### config.mk
export PLATFORM = sky130hd
export DESIGN_NAME = pipe_req_enq
export DESIGN_NICKNAME = d
export VERILOG_FILES = /design/src/rtl/pipe_enq_pkg.sv /design/src/rtl/enq_fifo.sv /design/src/rtl/enq_launch.sv /design/src/rtl/enq_seq.sv /design/src/rtl/pipe_req_enq.sv
export SDC_FILE = /design/constraint.sdc
export NUM_CORES = 1
export LEC_CHECK = 0
export ABC_AREA = 1
export BUFFER_PORTS_ARGS = -buffer_cell sky130_fd_sc_hd__buf_2
export CAP_MARGIN = 20
export CORE_UTILIZATION = 30
export CTS_BUF_LIST = sky130_fd_sc_hd__clkbuf_8
export DETAILED_ROUTE_END_ITERATION = 16
export SYNTH_ARGS = -nofsm -noshare
export SYNTH_HDL_FRONTEND = slang
export SYNTH_SLANG_ARGS = --single-unit
export TNS_END_PERCENT = 30
### constraint.sdc
create_clock -name clk -period 4.24 [get_ports clk]
set_input_delay 1.06 -clock clk [delete_from_list [all_inputs] [get_ports clk]]
set_output_delay 1.06 -clock clk [all_outputs]
set_load 0.05 [all_outputs]
### src/rtl/pipe_enq_pkg.sv
`timescale 1ns/1ps
package pipe_enq_pkg;
    localparam logic [2:0] STAT_IDLE = 3'b111;
    localparam int         MAX_LAT   = 2;
    localparam int         LW        = $clog2(MAX_LAT + 1);

    typedef enum logic [1:0] {
        SQ_IDLE  = 2'd0,
        SQ_WAIT  = 2'd1,
        SQ_ISSUE = 2'd2
    } sq_state_e;
endpackage

### src/rtl/enq_fifo.sv
`timescale 1ns/1ps
module enq_fifo #(
    parameter  int W      = 8,
    parameter  int DEPTH  = 8,
    localparam int CNT_W  = $clog2(DEPTH + 1),
    localparam int PTR_W  = (DEPTH > 1) ? $clog2(DEPTH) : 1
) (
    input  logic             clk,
    input  logic             rst_n,
    input  logic             wr_en,
    input  logic [W-1:0]     wr_data,
    input  logic             rd_en,
    output logic [W-1:0]     rd_data,
    output logic [CNT_W-1:0] count,
    output logic             full,
    output logic             empty
);
    typedef struct packed {
        logic [DEPTH-1:0][W-1:0] mem;
        logic [PTR_W-1:0]        wp;
        logic [PTR_W-1:0]        rp;
        logic [CNT_W-1:0]        cnt;
    } fifo_t;

    fifo_t f_d, f_q;
    logic  do_wr, do_rd;

    assign full    = (int'(f_q.cnt) == DEPTH);
    assign empty   = (f_q.cnt == '0);
    assign count   = f_q.cnt;
    assign rd_data = f_q.mem[f_q.rp];

    always_comb begin
        f_d   = f_q;
        do_wr = wr_en && !full;
        do_rd = rd_en && !empty;
        if (do_wr) begin
            f_d.mem[f_q.wp] = wr_data;
            f_d.wp = (int'(f_q.wp) == DEPTH - 1) ? '0 : f_q.wp + 1'b1;
        end
        if (do_rd) begin
            f_d.rp = (int'(f_q.rp) == DEPTH - 1) ? '0 : f_q.rp + 1'b1;
        end
        case ({do_wr, do_rd})
            2'b10:   f_d.cnt = f_q.cnt + 1'b1;
            2'b01:   f_d.cnt = f_q.cnt - 1'b1;
            default: f_d.cnt = f_q.cnt;
        endcase
    end

    always_ff @(posedge clk or negedge rst_n) begin
        if (!rst_n) f_q <= '0;
        else        f_q <= f_d;
    end
endmodule

### src/rtl/enq_launch.sv
`timescale 1ns/1ps
module enq_launch
    import pipe_enq_pkg::*;
#(
    parameter int CNT_W  = 4,
    parameter int SLOT_W = 4,
    parameter int LAT_W  = 2
) (
    input  logic              gnt_n,
    input  logic [2:0]        bus_stat,
    input  logic [CNT_W-1:0]  fifo_cnt,
    input  logic [SLOT_W-1:0] free_slots,
    input  logic [LAT_W-1:0]  lat_cfg,
    output logic              start,
    output logic [CNT_W-1:0]  n_issue,
    output logic [LW-1:0]     lat_eff
);
    always_comb begin
        start = !gnt_n && (bus_stat != STAT_IDLE);
        if (int'(fifo_cnt) < int'(free_slots)) n_issue = fifo_cnt;
        else                                   n_issue = CNT_W'(free_slots);
        if (int'(lat_cfg) > MAX_LAT) lat_eff = LW'(MAX_LAT);
        else                         lat_eff = LW'(lat_cfg);
    end
endmodule

### src/rtl/enq_seq.sv
`timescale 1ns/1ps
module enq_seq
    import pipe_enq_pkg::*;
#(
    parameter int CNT_W = 4
) (
    input  logic             clk,
    input  logic             rst_n,
    input  logic             start,
    input  logic [CNT_W-1:0] n_issue,
    input  logic [LW-1:0]    lat_eff,
    output logic             issuing,
    output logic             last,
    output sq_state_e        state
);
    typedef struct packed {
        sq_state_e        st;
        logic [LW-1:0]    wcnt;
        logic [CNT_W-1:0] remain;
    } seq_t;

    seq_t s_d, s_q;

    always_comb begin
        s_d = s_q;
        unique case (s_q.st)
            SQ_IDLE: begin
                if (start && (n_issue != '0)) begin
                    s_d.remain = n_issue;
                    s_d.wcnt   = lat_eff;
                    s_d.st     = (lat_eff == '0) ? SQ_ISSUE : SQ_WAIT;
                end
            end
            SQ_WAIT: begin
                s_d.wcnt = s_q.wcnt - 1'b1;
                if (s_q.wcnt == LW'(1)) s_d.st = SQ_ISSUE;
            end
            SQ_ISSUE: begin
                s_d.remain = s_q.remain - 1'b1;
                if (s_q.remain == CNT_W'(1)) s_d.st = SQ_IDLE;
            end
            default: s_d.st = SQ_IDLE;
        endcase
    end

    always_ff @(posedge clk or negedge rst_n) begin
        if (!rst_n) s_q <= '{st: SQ_IDLE, wcnt: '0, remain: '0};
        else        s_q <= s_d;
    end

    assign issuing = (s_q.st == SQ_ISSUE);
    assign last    = issuing && (s_q.remain == CNT_W'(1));
    assign state   = s_q.st;
endmodule

### src/rtl/pipe_req_enq.sv
`timescale 1ns/1ps
module pipe_req_enq
    import pipe_enq_pkg::*;
#(
    parameter  int ADDR_W = 32,
    parameter  int CMD_W  = 4,
    parameter  int DEPTH  = 8,
    parameter  int SLOT_W = 4,
    parameter  int LAT_W  = 2,
    localparam int CNT_W  = $clog2(DEPTH + 1),
    localparam int ENT_W  = ADDR_W + CMD_W
) (
    input  logic              clk,
    input  logic              rst_n,
    input  logic              push_valid,
    input  logic [ADDR_W-1:0] push_addr,
    input  logic [CMD_W-1:0]  push_cmd,
    output logic              push_ready,
    input  logic              gnt_n,
    input  logic [2:0]        bus_stat,
    input  logic [SLOT_W-1:0] free_slots,
    input  logic [LAT_W-1:0]  lat_cfg,
    output logic              pipe_n,
    output logic              req_n,
    output logic [ADDR_W-1:0] bus_ad,
    output logic [CMD_W-1:0]  bus_cmd
);
    logic             fifo_full, fifo_empty, push_fire;
    logic [CNT_W-1:0] fifo_cnt, n_issue;
    logic [ENT_W-1:0] head;
    logic             start, issuing, last;
    logic [LW-1:0]    lat_eff;
    sq_state_e        seq_st;

    assign push_ready = !fifo_full;
    assign push_fire  = push_valid && !fifo_full;

    enq_fifo #(.W(ENT_W), .DEPTH(DEPTH)) u_fifo (
        .clk     (clk),
        .rst_n   (rst_n),
        .wr_en   (push_valid),
        .wr_data ({push_addr, push_cmd}),
        .rd_en   (issuing),
        .rd_data (head),
        .count   (fifo_cnt),
        .full    (fifo_full),
        .empty   (fifo_empty)
    );

    enq_launch #(.CNT_W(CNT_W), .SLOT_W(SLOT_W), .LAT_W(LAT_W)) u_launch (
        .gnt_n      (gnt_n),
        .bus_stat   (bus_stat),
        .fifo_cnt   (fifo_cnt),
        .free_slots (free_slots),
        .lat_cfg    (lat_cfg),
        .start      (start),
        .n_issue    (n_issue),
        .lat_eff    (lat_eff)
    );

    enq_seq #(.CNT_W(CNT_W)) u_seq (
        .clk     (clk),
        .rst_n   (rst_n),
        .start   (start),
        .n_issue (n_issue),
        .lat_eff (lat_eff),
        .issuing (issuing),
        .last    (last),
        .state   (seq_st)
    );

    always_comb begin
        pipe_n = !issuing;
        if (issuing) begin
            req_n   = last;
            bus_ad  = head[ENT_W-1:CMD_W];
            bus_cmd = head[CMD_W-1:0];
        end else begin
            req_n   = fifo_empty;
            bus_ad  = '0;
            bus_cmd = '0;
        end
    end
endmodule

==> flow_summary_export.csv <==
group,metric,value,unit
critical_path,r2r-start,"u_seq.state[0]",
grt,grt_max_degree,101,
critical_path,crit_family,"buffers and inverters",
die,coreArea,0.0469,mm2
pwr,leakagePower,7.58,nW
worst_hold_path,hold_class,"reg -> reg",
final_layout,finish.net_count,1780,
cts,clock_latency,0.59,ns
die,fp-row-count,79,
drt,post-route-drc-count,3,
die,initial_core_util,30.6,%
sta,hold_slack,0.474,ns
critical_path,cp-startpoint,"u_fifo.f_q[4]",
synth,syn_area,0.0143,mm2
final_layout,layout_common_cells,"nand2_1 (334), o21ai_0 (331), dfrtp_1 (304)",
cts,ctsHoldBuffers,0,
synth,synth_fa_ha_area_share,1.27,%
pwr,finalPower,12.9,mW
pwr,seq_power_share,39.0,%
synth,synth_mux_area_share,0,%
critical_path,cp_max_fo,46,
sta,timing.final.ws_setup,0.279,ns
critical_path,end_kind,"primary output",
sta,hold_viol,0,
sta,setup_viol,0,
synth,synth_top_family_by_area,"compound AO/OA/AOI/OAI gates",
synth,syn-num-nets,1732,
pwr,internal_power,7.39,mW
final_layout,layout-drive-gt1-share,14.7,%
sta,post-route-period-util,93.4,%
grt,antenna_found_initial,3,
cts,cts-root-buf,"clkbuf_8",
status,violations,"design-rule violations",
critical_path,critPathLaunchType,"flip-flop",
synth,synth-compound-area-share,21.4,%
cts,cts_setup_buffers,0,
grt,first_global_vias,11400,
pwr,clockPowerShare,19.9,%
pwr,p_comb_share,41.1,%
drt,wire_per_inst,16.2,um
critical_path,criticalPathCategory,"reg -> out",
sta,rsz0062_at_grt,"no",
placed_design,gp_congestion,0.734,
drt,initialDrtViolationCount,767,
final_layout,layout_commonest_cell,"nand2_1",
final_layout,diodes,0,
sta,min_period,3.96,ns
cts,cts_tree,"yes",
synth,avgSynthCellArea,8.59,um2
synth,ys_seq_area_share,53.4,%
synth,synth-simple-area-share,17.0,%
grt,grt_util_all_layers,16.2,%
sta,tightestPinTransition,0.842,ns
sta,slew_headroom,43.9,%
placed_design,place.port_buffers,87,
cts,cts-htree-levels,2,
cts,cts_buffer_depth,3,
synth,ys_types,33,
critical_path,crit_chain,"inv_6, buf_4, o21ai_0, a31oi_1, buf_2",
sta,fin_setup_tns,0,ns
pwr,power.density,799,mW/mm2
grt,grt_pass1_wl,62400,um
cts,path_clk_slew,0.06,ns
die,die_w,221,um
sta,skew,0.0170,ns
critical_path,cpMaxStageDelayCell,"dfrtp_4",
drt,num_vias,11600,
pwr,power.share.switching,42.8,%
sta,drv_slew,0,
die,dieHeight,221,um
placed_design,dp_hpwl,21900,um
job,cap_violations,0,
drt,routed_wl,38200,um
synth,synthCells,1669,
worst_hold_path,hold_start,"u_fifo.f_q[133]",
synth,synth-xor-area-share,0.183,%
cts,numClockSinks,306,
synth,ys_warn_count,0,
grt,grt_overflow,0,
critical_path,cp_slowest_stage_delay,0.64,ns
critical_path,cp.required,3.18,ns
pwr,ir_drop,229,uV
drt,vias_per_cell,4.94,
die,pin_count,88,
drt,drt_first_pass_iters,11,
cts,cts_resized,0,
cts,cts_buffers,51,
critical_path,path_buf_inv,3,
sta,fmaxAchievable,0.252,GHz
critical_path,worstPathArrival,2.90,ns
drt,ant_nets,0,
pwr,switching_power,5.54,mW
status,status,"complete, but fails checks",
die,dieArea,0.0487,mm2
final_layout,synthToLayoutAreaGrowth,12.9,%
placed_design,pre_cts_ws,0.811,ns
synth,ys_seq_elements,306,
==> worst reg2reg max path: cells and delay by family (launching register included) <==
family	cells	cell delay [ns]
and+or+nand+nor	7	0.64
adders and majority gates	2	0.51
buffers and inverters	2	0.47
DFF	1	0.42
AOI/OAI and AO/OA	1	0.23
xor gates and xnor gates	1	0.13
==> path summary, 6_finish.rpt <==
path,end,slack (ns),cells past startpoint
worst max-delay path,bus_ad[20],0.28,5
worst min-delay path,u_fifo.f_q[133],0.47,2
worst max register to register,u_fifo.count[3],1.75,13
worst min register to register,u_fifo.f_q[133],0.47,2
max in group asynchronous,u_fifo.f_q[248],2.91,2
min in group asynchronous,u_seq.s_q[4],0.53,1
==> sequential cells by signal (all words and copies together), names as in the netlist <==
register      count
u_fifo.count      4
u_fifo.f_q      294
u_seq.s_q         6
u_seq.state       2
==> per-layer routing <==
metal | up-vias | wire length [um] | track usage [%]
met3 | 74 | 2630 | 3.55
met2 | 336 | 17600 | 26.4
met1 | 5537 | 17100 | 21.4
li1 | 5691 | - | -
met4 | 6 | 875 | 4.84
met5 | - | 32 | 0
==> power by group through the flow <==
stage	logic [mW]	registers, mW	clock network (mW)
2_1_floorplan	4.26	4.78	0
3_3_place_gp	5.24	5.02	0
3_5_place_dp	5.36	5.07	0
4_1_cts	5.37	5.03	2.66
5_1_grt	6.06	5.22	2.80
6_report	5.32	5.04	2.57
==> logic make-up (layout without fill, tap and decap cells) <==
logic type                 count (synthesis)  count (layout)
adders and majority gates                 14              14
DFF                                      306             306
and+or+nand+nor                          599             599
AOI/OAI and AO/OA                        561             561
buffers and inverters                    186             268
xor gates and xnor gates                   3               3
==> metrics by stage <==
stage          instances  util (%)  area (um2)
2_1_floorplan       1669         -       14300
3_5_place_dp        2271      32.4       15200
4_1_cts             2358      34.5       16200
3_3_place_gp        2271      32.4       15200
6_report            2358      34.6       16200
5_1_grt             2358      34.6       16200
==> cell type report <==
cell class | instances | area, um2
fill | 4865 | 30700
inverter | 67 | 262
clock inverter | 21 | 91.3
sequential | 306 | 7660
clock buffer | 66 | 908
timing repair buffer | 114 | 764
multi-input combinational | 1177 | 5740
tap | 607 | 759
==> cells in the mapped netlist <==
library cell	number	area, um2
nand2_1	334	1250
o21ai_0	331	1660
dfrtp_1	306	7660
nor2_1	229	860
o21ai_1	109	546
clkbuf_1	64	240
inv_1	60	225
o21ai_2	42	368
a31oi_1	37	231
o22ai_1	36	225
buf_6	29	327
buf_2	17	85.1
nand3_1	14	70.1
ha_1	13	163
inv_2	6	22.5
buf_4	5	37.5
nand2_2	5	31.3
a21oi_1	4	20.0
nand4_2	4	50.1
nand4_4	4	85.1
buf_1	3	11.3
nand2_4	3	33.8
nor2_2	2	12.5
nor3_1	2	10.0
xor2_1	2	17.5
a211oi_1	1	7.51
a31o_2	1	8.76
buf_12	1	20.0
fa_1	1	20.0
inv_6	1	8.76
nand3_2	1	10.0
nand3_4	1	17.5
xnor2_1	1	8.76
No activity file was read; power rests on OpenSTA's default activity.
